File: config.mk
export PLATFORM = sky130hd
export DESIGN_NAME = powerfail_store_ctrl
export DESIGN_NICKNAME = d
export VERILOG_FILES = /design/src/rtl/pfsc_pkg.sv /design/src/rtl/pfsc_datapath.sv /design/src/rtl/pfsc_control.sv /design/src/rtl/powerfail_store_ctrl.sv
export SDC_FILE = /design/constraint.sdc
export NUM_CORES = 1
export LEC_CHECK = 0
export BUFFER_PORTS_ARGS = -buffer_cell sky130_fd_sc_hd__buf_2
export CAP_MARGIN = 10
export CELL_PAD_IN_SITES_DETAIL_PLACEMENT = 0
export CELL_PAD_IN_SITES_GLOBAL_PLACEMENT = 1
export CORE_MARGIN = 3
export CORE_UTILIZATION = 42
export CTS_CLUSTER_DIAMETER = 120
export DETAILED_ROUTE_END_ITERATION = 6
export PLACE_DENSITY = 0.75
export SLEW_MARGIN = 0
export SYNTH_ARGS = -nofsm -noshare
export SYNTH_HDL_FRONTEND = slang
export SYNTH_SLANG_ARGS = --single-unit
File: constraint.sdc
create_clock -name clk -period 3.05 [get_ports clk]
set_clock_uncertainty 0.15 [all_clocks]
set_input_delay 0.305 -clock clk [delete_from_list [all_inputs] [get_ports clk]]
set_output_delay 0.305 -clock clk [all_outputs]
set_load 0.02 [all_outputs]
File: src/rtl/pfsc_pkg.sv
package pfsc_pkg;

  typedef enum logic [2:0] {
    ST_IDLE,
    ST_LOW,
    ST_STORE,
    ST_RCLR,
    ST_RLOAD
  } ctrlState_t;

  // control -> datapath strobes
  typedef struct packed {
    logic loadStore;
    logic loadClear;
    logic loadFill;
    logic countDown;
    logic clearDirty;
    logic clearPending;
  } dpStrobe_t;

  // datapath -> control status
  typedef struct packed {
    logic timerZero;
    logic dirty;
    logic pending;
  } dpStatus_t;

endpackage

File: src/rtl/pfsc_datapath.sv
module pfsc_datapath
  import pfsc_pkg::*;
#(
  parameter int STORE_CYCLES  = 1000000,
  parameter int RECALL_CYCLES = 55000,
  parameter int CLEAR_CYCLES  = 1000
) (
  input  logic      clk,
  input  logic      rst_n,
  input  logic      belowReset,
  input  logic      writeStrobe,
  input  logic      writeInhibit,
  input  dpStrobe_t strb,
  output dpStatus_t stat
);

  localparam int MAXC = (STORE_CYCLES > RECALL_CYCLES) ? STORE_CYCLES : RECALL_CYCLES;
  localparam int TW   = $clog2(MAXC + 1);
  localparam logic [TW-1:0] STORE_LOAD = TW'(STORE_CYCLES - 1);
  localparam logic [TW-1:0] CLEAR_LOAD = TW'(CLEAR_CYCLES - 1);
  localparam logic [TW-1:0] FILL_LOAD  = TW'(RECALL_CYCLES - CLEAR_CYCLES - 1);

  logic [TW-1:0] timer;
  logic          dirty;
  logic          pending;
  logic          writeAccepted;

  assign writeAccepted = writeStrobe && !writeInhibit;

  // phase timer: loads win over counting
  always_ff @(posedge clk or negedge rst_n) begin
    if (!rst_n) begin
      timer <= '0;
    end else if (strb.loadStore) begin
      timer <= STORE_LOAD;
    end else if (strb.loadClear) begin
      timer <= CLEAR_LOAD;
    end else if (strb.loadFill) begin
      timer <= FILL_LOAD;
    end else if (strb.countDown && (timer != '0)) begin
      timer <= timer - 1'b1;
    end
  end

  // written-since-last-cycle flag: clearing beats setting
  always_ff @(posedge clk or negedge rst_n) begin
    if (!rst_n) begin
      dirty <= 1'b0;
    end else if (strb.clearDirty) begin
      dirty <= 1'b0;
    end else if (writeAccepted) begin
      dirty <= 1'b1;
    end
  end

  // recall request latch: a deep drop always wins
  always_ff @(posedge clk or negedge rst_n) begin
    if (!rst_n) begin
      pending <= 1'b1;
    end else if (belowReset) begin
      pending <= 1'b1;
    end else if (strb.clearPending) begin
      pending <= 1'b0;
    end
  end

  assign stat.timerZero = (timer == '0);
  assign stat.dirty     = dirty;
  assign stat.pending   = pending;

endmodule

File: src/rtl/pfsc_control.sv
module pfsc_control
  import pfsc_pkg::*;
(
  input  logic      clk,
  input  logic      rst_n,
  input  logic      belowSwitch,
  input  logic      swStoreReq,
  input  logic      swRecallReq,
  input  logic      autoInhibit,
  input  dpStatus_t stat,
  output dpStrobe_t strb,
  output logic      storeStart,
  output logic      recallStart,
  output logic      loadStart,
  output logic      busy,
  output logic      writeInhibit
);

  ctrlState_t st;
  ctrlState_t nextSt;
  logic       goStore;
  logic       goRecall;
  logic       goFill;

  always_comb begin
    nextSt   = st;
    goStore  = 1'b0;
    goRecall = 1'b0;
    goFill   = 1'b0;
    case (st)
      ST_IDLE: begin
        if (belowSwitch) begin
          if (!autoInhibit && stat.dirty) begin
            goStore = 1'b1;
            nextSt  = ST_STORE;
          end else begin
            nextSt = ST_LOW;
          end
        end else if (swStoreReq) begin
          goStore = 1'b1;
          nextSt  = ST_STORE;
        end else if (swRecallReq) begin
          goRecall = 1'b1;
          nextSt   = ST_RCLR;
        end
      end
      ST_LOW: begin
        if (!belowSwitch) begin
          if (stat.pending) begin
            goRecall = 1'b1;
            nextSt   = ST_RCLR;
          end else begin
            nextSt = ST_IDLE;
          end
        end
      end
      ST_STORE: begin
        if (stat.timerZero) nextSt = ST_LOW;
      end
      ST_RCLR: begin
        if (stat.timerZero) begin
          goFill = 1'b1;
          nextSt = ST_RLOAD;
        end
      end
      ST_RLOAD: begin
        if (stat.timerZero) nextSt = ST_IDLE;
      end
      default: nextSt = ST_LOW;
    endcase
  end

  assign busy         = (st == ST_STORE) || (st == ST_RCLR) || (st == ST_RLOAD);
  assign writeInhibit = belowSwitch || (st != ST_IDLE);

  always_comb begin
    strb              = '0;
    strb.loadStore    = goStore;
    strb.loadClear    = goRecall;
    strb.loadFill     = goFill;
    strb.countDown    = busy;
    strb.clearDirty   = goStore || goRecall;
    strb.clearPending = goRecall;
  end

  always_ff @(posedge clk or negedge rst_n) begin
    if (!rst_n) begin
      st          <= ST_LOW;
      storeStart  <= 1'b0;
      recallStart <= 1'b0;
      loadStart   <= 1'b0;
    end else begin
      st          <= nextSt;
      storeStart  <= goStore;
      recallStart <= goRecall;
      loadStart   <= goFill;
    end
  end

endmodule

File: src/rtl/powerfail_store_ctrl.sv
module powerfail_store_ctrl
  import pfsc_pkg::*;
#(
  parameter int STORE_CYCLES  = 1000000,
  parameter int RECALL_CYCLES = 55000,
  parameter int CLEAR_CYCLES  = 1000
) (
  input  logic clk,
  input  logic rst_n,
  input  logic belowSwitch,
  input  logic belowReset,
  input  logic writeStrobe,
  input  logic swStoreReq,
  input  logic swRecallReq,
  input  logic autoInhibit,
  output logic storeStart,
  output logic recallStart,
  output logic loadStart,
  output logic busy,
  output logic writeInhibit
);

  dpStrobe_t strb;
  dpStatus_t stat;

  pfsc_control u_ctrl (
    .clk          (clk),
    .rst_n        (rst_n),
    .belowSwitch  (belowSwitch),
    .swStoreReq   (swStoreReq),
    .swRecallReq  (swRecallReq),
    .autoInhibit  (autoInhibit),
    .stat         (stat),
    .strb         (strb),
    .storeStart   (storeStart),
    .recallStart  (recallStart),
    .loadStart    (loadStart),
    .busy         (busy),
    .writeInhibit (writeInhibit)
  );

  pfsc_datapath #(
    .STORE_CYCLES  (STORE_CYCLES),
    .RECALL_CYCLES (RECALL_CYCLES),
    .CLEAR_CYCLES  (CLEAR_CYCLES)
  ) u_dp (
    .clk          (clk),
    .rst_n        (rst_n),
    .belowReset   (belowReset),
    .writeStrobe  (writeStrobe),
    .writeInhibit (writeInhibit),
    .strb         (strb),
    .stat         (stat)
  );

endmodule

==> impl_results.md, run 1 <==
- Count of final hold-check violations: 0
- Leakage: 0.6547 nW
- DRT Pass-1 Iters: 4
- Critical path's top delay family: simple AND/OR/NAND/NOR gates
- Layout filler cell count: 324
- Async set-reset flop share out of synthesis: 100.0%
- Clock transition at path regs: 0.09 ns
- H-tree Lvls: 1
- Post-synth top area cell: dfrtp_1
- Highest clock rate: 413.7 MHz
- Vias in the first global route: 1200
- Post-DP HPWL: 2413 um
- YS warnings: 0
- CTS max path bufs: 2
- Vias: 1244
- Full die area: 4577 um^2
- Yosys cell types: 45
- Initial antenna violation count: 0
- Routed length per placed instance: 14.53 um
- Worst path required time: 3.05 ns
- # port buffers: 12
- Clk_lat worst skew: 0.27 ns
- Residual DRC: 0
- Max-cap violations: 0
- N_diodes: 0
- Total I/O pin count: 13
- Hold Slack: 0.07029 ns
- Clock sinks: 28
- Die width: 67.66 um
- Die height: 67.66 um
- Max rail drop VDD: 0.0002305 V
- Final setup viols: 0
- Mapped Area: 1597 um^2
- Worst rel slew slack: 55.79%
- Outcome: finished, final reports clean
- Crit Path Class: reg2reg
- Slowest cell on crit path: o31ai_4
- Post-synth EDFFs: 0
- Pins Over Slew Limit: 0
- Final wirelength: 3183 um
- GRT Overall Usage: 16.93%
- Initial Util: 45.69%
- # Post-CTS Setup Buffers: 0
- Arr. time, crit path: 2.42 ns
- Hold Path Class: in2reg
- Register area: 703.2 um^2
- First-pass GRT wire length: 5816 um
- Syn_area_per_cell: 9.916 um^2
- Synthesized instance count: 161
- Tmin final: 2.417 ns
- Slew @ Worst Pin: 0.6632 ns
- Seq cells post-synth: 28
- Critical path capture point type: register
- RSZ-0062 raised after global routing: false
- Share of cells above drive strength 1: 16.18%
- Worst-path fanout max: 16
- CORE AREA: 3495 um^2
- Sequential share of the synthesized area: 44.04%
- Largest net degree at the start of global routing: 29
- Area of the multi-input gates: 810.8 um^2
- Top_reg_cell synth: dfrtp_1
- Setup crit start kind: register
- CTS Hold Buffers Added: 1
- Layout Nets: 184
- Tcrit/Tclk final: 79.25%
- Layout area overhead: 7.759%
- Vias per cell: 5.680
- GPL Wtd Cong: 0.7785
- CTS Root Cell: clkbuf_8
- Routed Antenna Nets: 0
- Buffers plus inverters on the worst setup path: 0
- Num rows: 21
- Max incr delay on CP: 0.64 ns
- Gr ovfl total: 0
- Synth top area share: 40.75%
- Syn_nets: 171
- Post-CTS sizing: 0
- DRT iter0 DRCs: 41
- Util after Layout: 49.23%
- Fin Setup TNS: 0 ns
- Pwr/cell area: 380.3 nW/um^2
- CTS buffer count: 3
- Crit-path cells: nor4_4 -> nand4_4 -> o31ai_4 -> or4_1 -> nand4_1 -> o311a_1
- Ranking of synthesized cells by area: dfrtp_1 (41%), xnor2_1 (3.8%), nor2_1 (3.8%)
- Clock tree from TritonCTS: done
==> routing by layer <==
| layer | wire length, um | global-route usage (%) |
|---|---|---|
| met5 | 0 | 0 |
| met4 | 21 | 4.557 |
| met3 | 98 | 2.995 |
| met2 | 1516 | 27.22 |
| met1 | 1545 | 23.36 |
==> power by group <==
group          switching [mW]  internal, mW  leakage (nW)  total, mW
Sequential             0.0224         0.385         0.318      0.408
Combinational          0.0230        0.0229         0.314     0.0459
Clock                   0.107        0.0934        0.0228      0.201
Total                   0.153         0.502         0.655      0.654
==> registers in the layout (all words and copies together) (netlist names) <==
register and cells:
u_dp.timer 20, u_dp.dirty 1, u_ctrl.loadStart 1, u_dp.pending 1, u_ctrl.recallStart 1, u_ctrl.st 3, u_ctrl.storeStart 1
==> layout by cell type (no fill, tap or decap), types with 4 or more instances in the layout <==
master,Yosys,routed
o21ai_0,4,4
inv_1,9,9
xnor2_1,7,7
nor3_1,7,7
dfrtp_1,26,26
nor2_1,16,16
nand2b_1,4,4
nand3_1,5,5
o21ai_1,6,6
nor4_1,7,7
o211ai_1,8,8
nand2_1,12,12
a21oi_1,5,5
buf_2,0,12
==> stage by stage <==
step	setup WS (ns)	cell area (um^2)	std cells	power [mW]
after floorplan	0.8855	1597	161	0.4401
after global placement	0.6943	1665	214	0.4586
after detailed placement	0.6196	1665	214	0.4602
after CTS	0.6208	1720	219	0.6630
after global routing	0.3927	1720	219	0.6893
final	0.6328	1720	219	0.6542
==> Yosys cell counts, types with 5 or more instances <==
master,number
dfrtp_1,26
nor2_1,16
nand2_1,12
inv_1,9
o211ai_1,8
nor3_1,7
nor4_1,7
xnor2_1,7
o21ai_1,6
a21oi_1,5
nand3_1,5
==> cell families (layout without fill, tap and decap cells) <==
logic type | count (synthesis) | after routing | share of synthesized area (%)
and+or+nand+nor | 72 | 72 | 28.29
AOI/OAI and AO/OA | 36 | 36 | 15.99
DFF | 28 | 28 | 44.04
buffers and inverters | 14 | 26 | 5.172
xor gates and xnor gates | 9 | 9 | 4.938
adders and majority gates | 2 | 2 | 1.567
==> cell type report <==
type | count | share of cell area (%)
Multi-Input combinational cell | 119 | 47.13
Timing Repair Buffer | 13 | 4.073
Tap cell | 46 | 3.345
Inverter | 9 | 1.964
Clock buffer | 4 | 2.618
Sequential cell | 28 | 40.87
==> worst paths after layout <==
check / start / to / slack, ns / cells past startpoint
max: u_dp.timer[10] / u_dp.timer[14] / 0.63 / 6
min: belowReset / u_dp.pending / 0.07 / 2
max reg2reg: u_dp.timer[10] / u_dp.timer[14] / 0.63 / 6
min reg2reg: u_dp.dirty / u_dp.dirty / 0.35 / 2
max in group asynchronous: rst_n / u_ctrl.st[1] / 1.90 / 2
min in group asynchronous: rst_n / u_dp.timer[1] / 0.43 / 2
Power figures use the tool's default switching activity.
==> run 2: changes to the inputs <==
Settings changed: CORE_UTILIZATION 42 to 41, PLACE_DENSITY 0.75 to 0.77.
Clock period 3.05 ns to 2 ns, I/O delays scaled along.
==> run 2 against run 1 <==
Against the previous run: clock power increased by 58%; register-to-register slack got worse by 0.74 ns; sequential power up 50%; cell area is 31% higher; routed wire length grew 32%; cell count is 23% higher; die area up 2.2%; sequential share of layout area is 9.7 points lower; highest routed layer unchanged; the run now ends with setup timing left; worst hold slack better by 0.026 ns; critical path depth increased by 1.
==> impl_results.md, run 2 (synthesis results as in run 1) <==
- Flop pwr share: 58.5% (was 62.3%)
- CTS buffer count: 3 (unchanged)
- WHS Path Cells: 5 (was 2)
- Max-cap violations: 0 (unchanged)
- Largest register FFs: 20 (unchanged)
- Slew @ Worst Pin: 0.6396 ns (was 0.6632 ns)
- GR peak layer: met2 (unchanged)
- Largest net degree at the start of global routing: 29 (unchanged)
- Hold Path Class: in2reg (unchanged)
- P_int: 790.9 uW (was 501.7 uW)
- Num rows: 22 (was 21)
- Biggest regs: u_dp.timer x20, u_ctrl.st x3 (unchanged)
- Routed length per placed instance: 15.58 um (was 14.53 um)
- CTS Root Cell: clkbuf_8 (unchanged)
- GPL Wtd Cong: 0.9032 (was 0.7785)
- Residual DRC: 0 (unchanged)
- Tcrit/Tclk final: 105.2% (was 79.25%)
- Clock power share: 30.3% (was 30.7%)
- # port buffers: 12 (unchanged)
- Clk_lat worst skew: 0.27 ns (about the same)
- Register area: 703.2 um^2 (unchanged)
- Routed Antenna Nets: 0 (unchanged)
- Most frequent cells in the layout: buf_4 (41), dfrtp_1 (26), nor2_1 (16) (was dfrtp_1 (26), nor2_1 (16), nand2_1 (12), buf_2 (12), inv_1 (9))
- Gr ovfl total: 0 (unchanged)
- Layout filler cell count: 324 (unchanged)
- Met2 Usage GRT: 35.40% (was 27.22%)
- Post-DP HPWL: 3032 um (was 2413 um)
- Crit Path Class: reg2reg (unchanged)
- Layout area overhead: 41.14% (was 7.759%)
- Leakage: 0.9741 nW (was 0.6547 nW)
- Pins Over Slew Limit: 0 (unchanged)
- N_diodes: 0 (unchanged)
- Layout Nets: 232 (was 184)
- Tmin final: 2.105 ns (was 2.417 ns)
- DRT Pass-1 Iters: 4 (unchanged)
- Vias per cell: 5.454 (was 5.680)
- Vias: 1467 (was 1244)
- Psw: 258.5 uW (was 152.5 uW)
- RSZ-0062 raised after global routing: true (was false)
- Worst-path fanout max: 6 (was 16)
- Final wirelength: 4192 um (was 3183 um)
- Worst path required time: 2.00 ns (was 3.05 ns)
- DRT iter0 DRCs: 133 (was 41)
- GRT Overall Usage: 20.65% (was 16.93%)
- Combinational group share of total power: 11.2% (was 7.0%)
- Full die area: 4679 um^2 (was 4577 um^2)
- Final setup viols: 20 (was 0)
- Die height: 68.40 um (was 67.66 um)
- Clock tree from TritonCTS: done (unchanged)
- Fin Setup TNS: -1.360 ns (was 0 ns)
- Total I/O pin count: 13 (unchanged)
- CTS max path bufs: 2 (unchanged)
- Area of the multi-input gates: 947.2 um^2 (was 810.8 um^2)
- Sw frac: 24.63% (was 23.31%)
- Initial antenna violation count: 0 (unchanged)
- Clock transition at path regs: 0.10 ns (was 0.09 ns)
- First-pass GRT wire length: 7238 um (was 5816 um)
- Worst rel slew slack: 57.36% (was 55.79%)
- Arr. time, crit path: 2.11 ns (was 2.42 ns)
- Hold Slack: 0.09656 ns (was 0.07029 ns)
- M3 GR Usage: 3.612% (was 2.995%)
- Critical path capture point type: register (unchanged)
- Count of final hold-check violations: 0 (unchanged)
- Top reg by flops: u_dp.timer (unchanged)
- GR met1 Demand/Resource: 25.31% (was 23.36%)
- Outcome: finished, violations left (was finished, final reports clean)
- Setup crit start kind: register (unchanged)
- Failing checks: setup timing
- Highest clock rate: 475.1 MHz (was 413.7 MHz)
- Initial Util: 42.96% (was 45.69%)
- H-tree Lvls: 1 (unchanged)
- Die width: 68.40 um (was 67.66 um)
- Pwr/cell area: 465.7 nW/um^2 (was 380.3 nW/um^2)
- Cells on worst reg2reg path: 7 (was 6)
- Max rail drop VDD: 0.0003902 V (was 0.0002305 V)
- Share of cells above drive strength 1: 41.63% (was 16.18%)
- Commonest non-fill, non-tap cell in the layout: buf_4 (was dfrtp_1)
- CORE AREA: 3716 um^2 (was 3495 um^2)
- Clock sinks: 28 (unchanged)
- Vias in the first global route: 1528 (was 1200)
- Final WS setup: -0.1047 ns (was 0.6328 ns)
==> run 2: cell count changes in the layout (fill, tap and decap cells not counted), moves of 2 or more <==
cell    previous run  this run
buf_4              0        41
buf_6              0         5
nor3_1             7         3
nor4_1             7         3
nor3_4             1         4
nor4_2             1         3
nor4_4             2         4
==> run 2: power groups by stage <==
stage          clock network (mW)  logic [mW]  registers (mW)
6_report                    0.318       0.118           0.613
5_1_grt                     0.350       0.128           0.616
4_1_cts                     0.326       0.113           0.613
3_5_place_dp                    0       0.112           0.623
3_3_place_gp                    0       0.108           0.622
2_1_floorplan                   0      0.0477           0.628
==> run 2: worst paths after layout <==
check | to | from | slack, ns
worst max-delay path | u_dp.timer[6] | u_dp.timer[5] | -0.10
worst min-delay path | u_dp.dirty | writeStrobe | 0.1
worst max register to register | u_dp.timer[6] | u_dp.timer[5] | -0.10
worst min register to register | u_dp.dirty | u_dp.dirty | 0.36
max in group asynchronous | u_dp.timer[13] | rst_n | 0.96
min in group asynchronous | u_ctrl.recallStart | rst_n | 0.33
==> run 2: worst max-delay path: stages, from the launching register on <==
cell and delay (ns):
dfrtp_1 0.42, nor4_4 0.37, nand4_4 0.18, o31ai_4 0.35, buf_6 0.19, nor3_1 0.07
xnor2_1 0.15, a31oi_1 0.11
==> run 2: repair_timing <==
item,4_1_cts,5_1_grt
pin swaps,16,18
setup endpoints to repair,22,22
hold endpoints to repair,27,0
cloned,0,0
buffers inserted,3,5
gates resized for setup,11,13
hold buffers,2,0
==> run 2: layer usage <==
layer / vias to the layer above / wire, um
li1: 708 / -
met1: 719 / 1828
met2: 34 / 2169
met3: 6 / 125
met4: 0 / 68
met5: - / 0
==> run 2: final cells by class <==
class                           count  share of cell area [%]
Clock buffer                        4                   1.999
Inverter                            9                   1.499
Multi-Input combinational cell    119                   42.03
Sequential cell                    28                   31.20
Tap cell                           48                   2.665
Timing Repair Buffer               61                   20.60
==> run 2: metrics by stage <==
stage	setup slack (ns)	total power [mW]	util (%)	instance area, um^2	std cells
after CTS	-0.1041	1.053	57.88	2151	264
after global placement	-0.09456	0.7306	54.28	2017	255
after detailed placement	-0.1239	0.7355	54.28	2017	255
after global routing	-0.2074	1.094	60.64	2253	269
after floorplan	-0.1546	0.6757	-	1640	161
final	-0.1047	1.049	60.64	2253	269
